`src/rtl/ptx_pkg.sv`:
```
package ptx_pkg;
    typedef enum logic [1:0] {
        LINK_ISOLATE  = 2'b00,
        LINK_A_TO_B   = 2'b01,
        LINK_B_TO_A   = 2'b10,
        LINK_LOOPBACK = 2'b11
    } link_mode_t;
endpackage

```
`src/rtl/bus_latch.sv`:
```
module bus_latch #(
    parameter int WORD_W = 9
) (
    input  logic              clk,
    input  logic              rst_n,
    input  logic              le_i,
    input  logic [WORD_W-1:0] word_i,
    output logic [WORD_W-1:0] held_o
);
    always_ff @(posedge clk) begin
        if (!rst_n) begin
            held_o <= '0;
        end else if (le_i) begin
            held_o <= word_i;
        end
    end
endmodule

```
`src/rtl/parity_flag.sv`:
```
module parity_flag #(
    parameter int WORD_W = 9
) (
    input  logic [WORD_W-1:0] word_i,
    input  logic              odd_i,
    output logic              err_n_o
);
    always_comb begin
        err_n_o = ((^word_i) == odd_i);
    end
endmodule

```
`src/rtl/parity_xcvr.sv`:
```
module parity_xcvr #(
    parameter int DATA_W = 8
) (
    input  logic              clk,
    input  logic              rst_n,
    input  logic              oe_ab_n,
    input  logic              oe_ba_n,
    input  logic              le_ab,
    input  logic              le_ba,
    input  logic              feed_sel,
    input  logic              odd_sel,
    input  logic [DATA_W-1:0] a_data_i,
    input  logic              a_par_i,
    output logic [DATA_W-1:0] a_data_o,
    output logic              a_par_o,
    output logic              a_oe_o,
    input  logic [DATA_W-1:0] b_data_i,
    input  logic              b_par_i,
    output logic [DATA_W-1:0] b_data_o,
    output logic              b_par_o,
    output logic              b_oe_o,
    output logic              err_a_n,
    output logic              err_b_n
);
    import ptx_pkg::*;

    localparam int WORD_W = DATA_W + 1;

    link_mode_t        mode;
    logic [WORD_W-1:0] held_a, held_b;
    logic [WORD_W-1:0] a_bus, b_bus, a_view, b_view, a_out, b_out;

    function automatic logic [WORD_W-1:0] enc_word(
        input logic [WORD_W-1:0] src,
        input logic              thru,
        input logic              odd
    );
        logic p;
        p = thru ? src[DATA_W] : ((^src[DATA_W-1:0]) ^ odd);
        return {p, src[DATA_W-1:0]};
    endfunction

    // link mode decode, re-evaluated every cycle
    always_comb begin
        unique case ({~oe_ba_n, ~oe_ab_n})
            2'b00:   mode = LINK_ISOLATE;
            2'b01:   mode = LINK_A_TO_B;
            2'b10:   mode = LINK_B_TO_A;
            default: mode = LINK_LOOPBACK;
        endcase
    end

    // datapath, ordered per mode so no word depends on itself
    always_comb begin
        a_bus  = '0;
        b_bus  = '0;
        a_view = '0;
        b_view = '0;
        a_out  = '0;
        b_out  = '0;
        unique case (mode)
            LINK_ISOLATE, LINK_A_TO_B: begin
                a_bus  = {a_par_i, a_data_i};
                a_view = le_ab ? a_bus : held_a;
                b_out  = enc_word(a_view, feed_sel, odd_sel);
                b_bus  = (mode == LINK_A_TO_B) ? b_out : {b_par_i, b_data_i};
                b_view = le_ba ? b_bus : held_b;
                a_out  = enc_word(b_view, feed_sel, odd_sel);
            end
            LINK_B_TO_A: begin
                b_bus  = {b_par_i, b_data_i};
                b_view = le_ba ? b_bus : held_b;
                a_out  = enc_word(b_view, feed_sel, odd_sel);
                a_bus  = a_out;
                a_view = le_ab ? a_bus : held_a;
                b_out  = enc_word(a_view, feed_sel, odd_sel);
            end
            LINK_LOOPBACK: begin
                a_out  = enc_word(held_b, feed_sel, odd_sel);
                b_out  = enc_word(held_a, feed_sel, odd_sel);
                a_bus  = a_out;
                b_bus  = b_out;
                a_view = le_ab ? a_bus : held_a;
                b_view = le_ba ? b_bus : held_b;
            end
        endcase
    end

    always_comb begin
        a_data_o = a_out[DATA_W-1:0];
        a_par_o  = a_out[DATA_W];
        b_data_o = b_out[DATA_W-1:0];
        b_par_o  = b_out[DATA_W];
        a_oe_o   = (mode == LINK_B_TO_A) || (mode == LINK_LOOPBACK);
        b_oe_o   = (mode == LINK_A_TO_B) || (mode == LINK_LOOPBACK);
    end

    bus_latch #(.WORD_W(WORD_W)) u_latch_a (
        .clk(clk), .rst_n(rst_n), .le_i(le_ab), .word_i(a_bus), .held_o(held_a)
    );
    bus_latch #(.WORD_W(WORD_W)) u_latch_b (
        .clk(clk), .rst_n(rst_n), .le_i(le_ba), .word_i(b_bus), .held_o(held_b)
    );

    parity_flag #(.WORD_W(WORD_W)) u_flag_a (
        .word_i(a_view), .odd_i(odd_sel), .err_n_o(err_a_n)
    );
    parity_flag #(.WORD_W(WORD_W)) u_flag_b (
        .word_i(b_view), .odd_i(odd_sel), .err_n_o(err_b_n)
    );


    gen_par_chk: assert property (@(posedge clk) disable iff (!rst_n)
        !feed_sel |-> ((^{b_par_o, b_data_o}) == odd_sel));


    feed_par_chk: assert property (@(posedge clk) disable iff (!rst_n)
        (feed_sel && le_ab && oe_ba_n) |-> (b_par_o == a_par_i));


    err_a_chk: assert property (@(posedge clk) disable iff (!rst_n)
        (le_ab && oe_ba_n) |-> (err_a_n == ((^{a_par_i, a_data_i}) == odd_sel)));


    hold_b_chk: assert property (@(posedge clk) disable iff (!rst_n)
        (!le_ab && $past(!le_ab)) |-> $stable(b_data_o));


    loop_gen_chk: assert property (@(posedge clk) disable iff (!rst_n)
        (!oe_ab_n && !oe_ba_n && !feed_sel && le_ab) |-> err_a_n);
endmodule

```
`config.mk`:
```
export PLATFORM = sky130hd
export DESIGN_NAME = parity_xcvr
export DESIGN_NICKNAME = d
export VERILOG_FILES = /design/src/rtl/ptx_pkg.sv /design/src/rtl/bus_latch.sv /design/src/rtl/parity_flag.sv /design/src/rtl/parity_xcvr.sv
export SDC_FILE = /design/constraint.sdc
export NUM_CORES = 1
export LEC_CHECK = 0
export BUFFER_PORTS_ARGS = -buffer_cell sky130_fd_sc_hd__buf_4
export CAP_MARGIN = 10
export CORE_UTILIZATION = 59
export DETAILED_ROUTE_END_ITERATION = 10
export GPL_TIMING_DRIVEN = 0
export PLACE_DENSITY_LB_ADDON = 0.1
export SYNTH_ARGS = -nofsm -noshare
export SYNTH_HDL_FRONTEND = slang
export SYNTH_SLANG_ARGS = --single-unit
```
`constraint.sdc`:
```
create_clock -name clk -period 6.8 [get_ports clk]
set_clock_uncertainty 0.15 [all_clocks]
set_input_delay 1.02 -clock clk [delete_from_list [all_inputs] [get_ports clk]]
set_output_delay 1.02 -clock clk [all_outputs]
set_load 0.01 [all_outputs]
```
==> flow_metrics.env <==
export IMPL_critical_path_endpoint_type="primary output"
export IMPL_core_um2=4350
export IMPL_yosysSeqAreaShare=0.134
export IMPL_synth_cell_types=51
export IMPL_num_rows=24
export IMPL_pwr_share_seq=0.221
export IMPL_grt_start_max_net_pins=11
export IMPL_nNetsFinal=417
export IMPL_drtIter0Drc=334
export IMPL_gp_congestion=0.963
export IMPL_num_vias=2862
export IMPL_cap_violations=0
export IMPL_combPwrFrac=0.603
export IMPL_synth_edf_count=0
export IMPL_numCtsBuffers=3
export IMPL_hp_class="register to register"
export IMPL_grt_pass1_wl_um=14200
export IMPL_initial_core_util=0.618
export IMPL_first_pass_iters=5
export IMPL_cts_hold_buf=0
export IMPL_synth_top_flop_cell="dfxtp_1"
export IMPL_clk_latency_ps=270
export IMPL_p_int_mw=0.337
export IMPL_maxSlewHeadroom=0.566
export IMPL_die_h_um=69.5
export IMPL_period_share=0.665
export IMPL_fill_cells=405
export IMPL_worst_ep_required_time_ps=5630
export IMPL_wl_um=8910
export IMPL_cts_resized_gates=0
export IMPL_status="finished clean"
export IMPL_avgViaCountPerCell=6.48
export IMPL_finalSetupViolCount=0
export IMPL_hold_viol=0
export IMPL_switching_share=0.403
export IMPL_fp_dieW_um=69.5
export IMPL_antennaDiodeCount=0
export IMPL_clock_path_buffers=2
export IMPL_syn_inst=343
export IMPL_wl_per_cell_um=20.2
export IMPL_fin_area_um2=3130
export IMPL_drc=0
export IMPL_dp_hpwl_um=6670
export IMPL_place_ws_ps=2350
export IMPL_clk_pin_slew_ps=80
export IMPL_post_synth_cell_area_avg_um2=7.84
export IMPL_antenna_found_initial=0
export IMPL_vdd_ir_drop_max_mv=0.133
export IMPL_period_minus_slack_ps=4520
export IMPL_dieArea_um2=4830
export IMPL_grt_usage=0.378
export IMPL_p_clk_frac=0.176
export IMPL_ioPinCount=48
export IMPL_io_buffers=43
export IMPL_final_max_slew_viol_count=0
export IMPL_async_flop_share=0
export IMPL_ant_nets=0
export IMPL_syn_to_final_growth_pct=16.5
export IMPL_max_freq_mhz=221
export IMPL_worst_pin_slew_ps=651
export IMPL_ys_warn_count=0
export IMPL_timing_setup_tns_ps=0
export IMPL_p_sw_mw=0.228
export IMPL_netlist_area_um2=2690
export IMPL_syn_num_nets=369
export IMPL_cts_sinks=18
export IMPL_power_density_nw_per_um2=180
export IMPL_gr_total_overflow=0
export IMPL_ctsHtreeMaxLevel=1
export IMPL_cts_tree="yes"
export IMPL_worst_setup_path_start_kind="input port"
export IMPL_synth_seq_cells=18
export IMPL_crit_type="input port to primary output"
export IMPL_drive_above_1_share=0.213
export IMPL_setup_ws_ps=2280
export IMPL_first_global_vias=2676
export IMPL_grt_setup_unrepaired="no"
export IMPL_arrival_ps=3350
export IMPL_crit_path_max_fanout=10
export IMPL_clockRootBuffer="clkbuf_8"
export IMPL_post_cts_buffers=0
export IMPL_dpl_instance_area_um2=3080
export IMPL_power_leakage_nw=1.41
power by group through the flow:
stage	logic [mW]	clock network, mW	registers (mW)
2_1_floorplan	0.232	0	0.123
3_3_place_gp	0.331	0	0.126
3_5_place_dp	0.334	0	0.126
4_1_cts	0.336	0.0971	0.124
5_1_grt	0.365	0.101	0.125
6_report	0.340	0.0992	0.125
worst paths after layout:
| check | from | endpoint | slack, ps | cells after the start |
|---|---|---|---|---|
| min reg2reg | u_latch_a.held_o[1] | u_latch_a.held_o[1] | 560 | 2 |
| max reg2reg | u_latch_a.held_o[1] | u_latch_b.held_o[8] | 4430 | 7 |
| min | u_latch_a.held_o[1] | u_latch_a.held_o[1] | 560 | 2 |
| max | oe_ba_n | err_b_n | 2280 | 9 |
metrics by stage:
stage	total power [mW]	hold WS, ps	utilization	std cells
final	0.564	555	0.720	442
after detailed placement	0.460	534	0.707	438
after CTS	0.557	548	0.720	442
after global routing	0.591	570	0.720	442
after global placement	0.457	513	0.707	438
after floorplan	0.355	455	-	343
placed cells by master, fill, tap and decap left out, types with 10 or more instances in the layout:
master	netlist	routed
nor2b_1	10	10
xnor3_1	11	11
dfxtp_1	18	18
a21oi_1	19	19
buf_4	2	45
mux2i_1	24	24
nor2_1	21	21
nand2_1	37	37
xnor2_1	28	28
o21ai_0	27	27
xor2_1	20	20
layout make-up:
type,instances,area (um^2),area share
multi-input cells,293,2140,0.682
flip-flops and latches,18,360,0.115
repair buffers,43,323,0.103
plain buffers,26,171,0.0547
well taps,52,65.1,0.0208
clock buffers,4,55.1,0.0176
inverters,6,22.5,0.00719
layer usage:
metal  routed length (um)  global-route usage  vias up
met5                    0                   0        -
met4                  189               0.111        0
met3                  922              0.0654       28
met2                 4050               0.587      193
met1                 3740               0.535     1336
li1                     -                   -     1305
sequential cells by signal, summed over array words and instances, names as in the netlist:
| name | count |
|---|---|
| u_latch_a.held_o | 9 |
| u_latch_b.held_o | 9 |
synth_stat cells, types with 8 or more instances:
master,number,share of area
nor2b_1,10,0.023
a21oi_1,19,0.035
mux2i_1,24,0.089
nand3_1,8,0.015
xor2_1,20,0.065
and3_1,8,0.019
xnor3_1,11,0.092
dfxtp_1,18,0.13
a31oi_1,8,0.019
nor2_1,21,0.029
and2_1,8,0.019
clkbuf_1,8,0.011
o21ai_0,27,0.050
xnor2_1,28,0.091
nand2_1,37,0.052
logic make-up after synthesis:
kind of cell    Yosys count  synth area share
compound gates           99             0.241
mux                      31             0.119
simple gates            104             0.186
buf+inv                  32            0.0721
flops                    18             0.134
xor+xnor                 59             0.248
worst max-delay path, stage by stage:
cell and delay [ps]:
buf_4 140, buf_2 190, nor2_2 480, nand2_1 140, a31o_1 270, xnor3_1 400
xnor3_1 410, xor2_1 150, buf_4 150
Note: power is estimated with default switching activity, not from simulation.
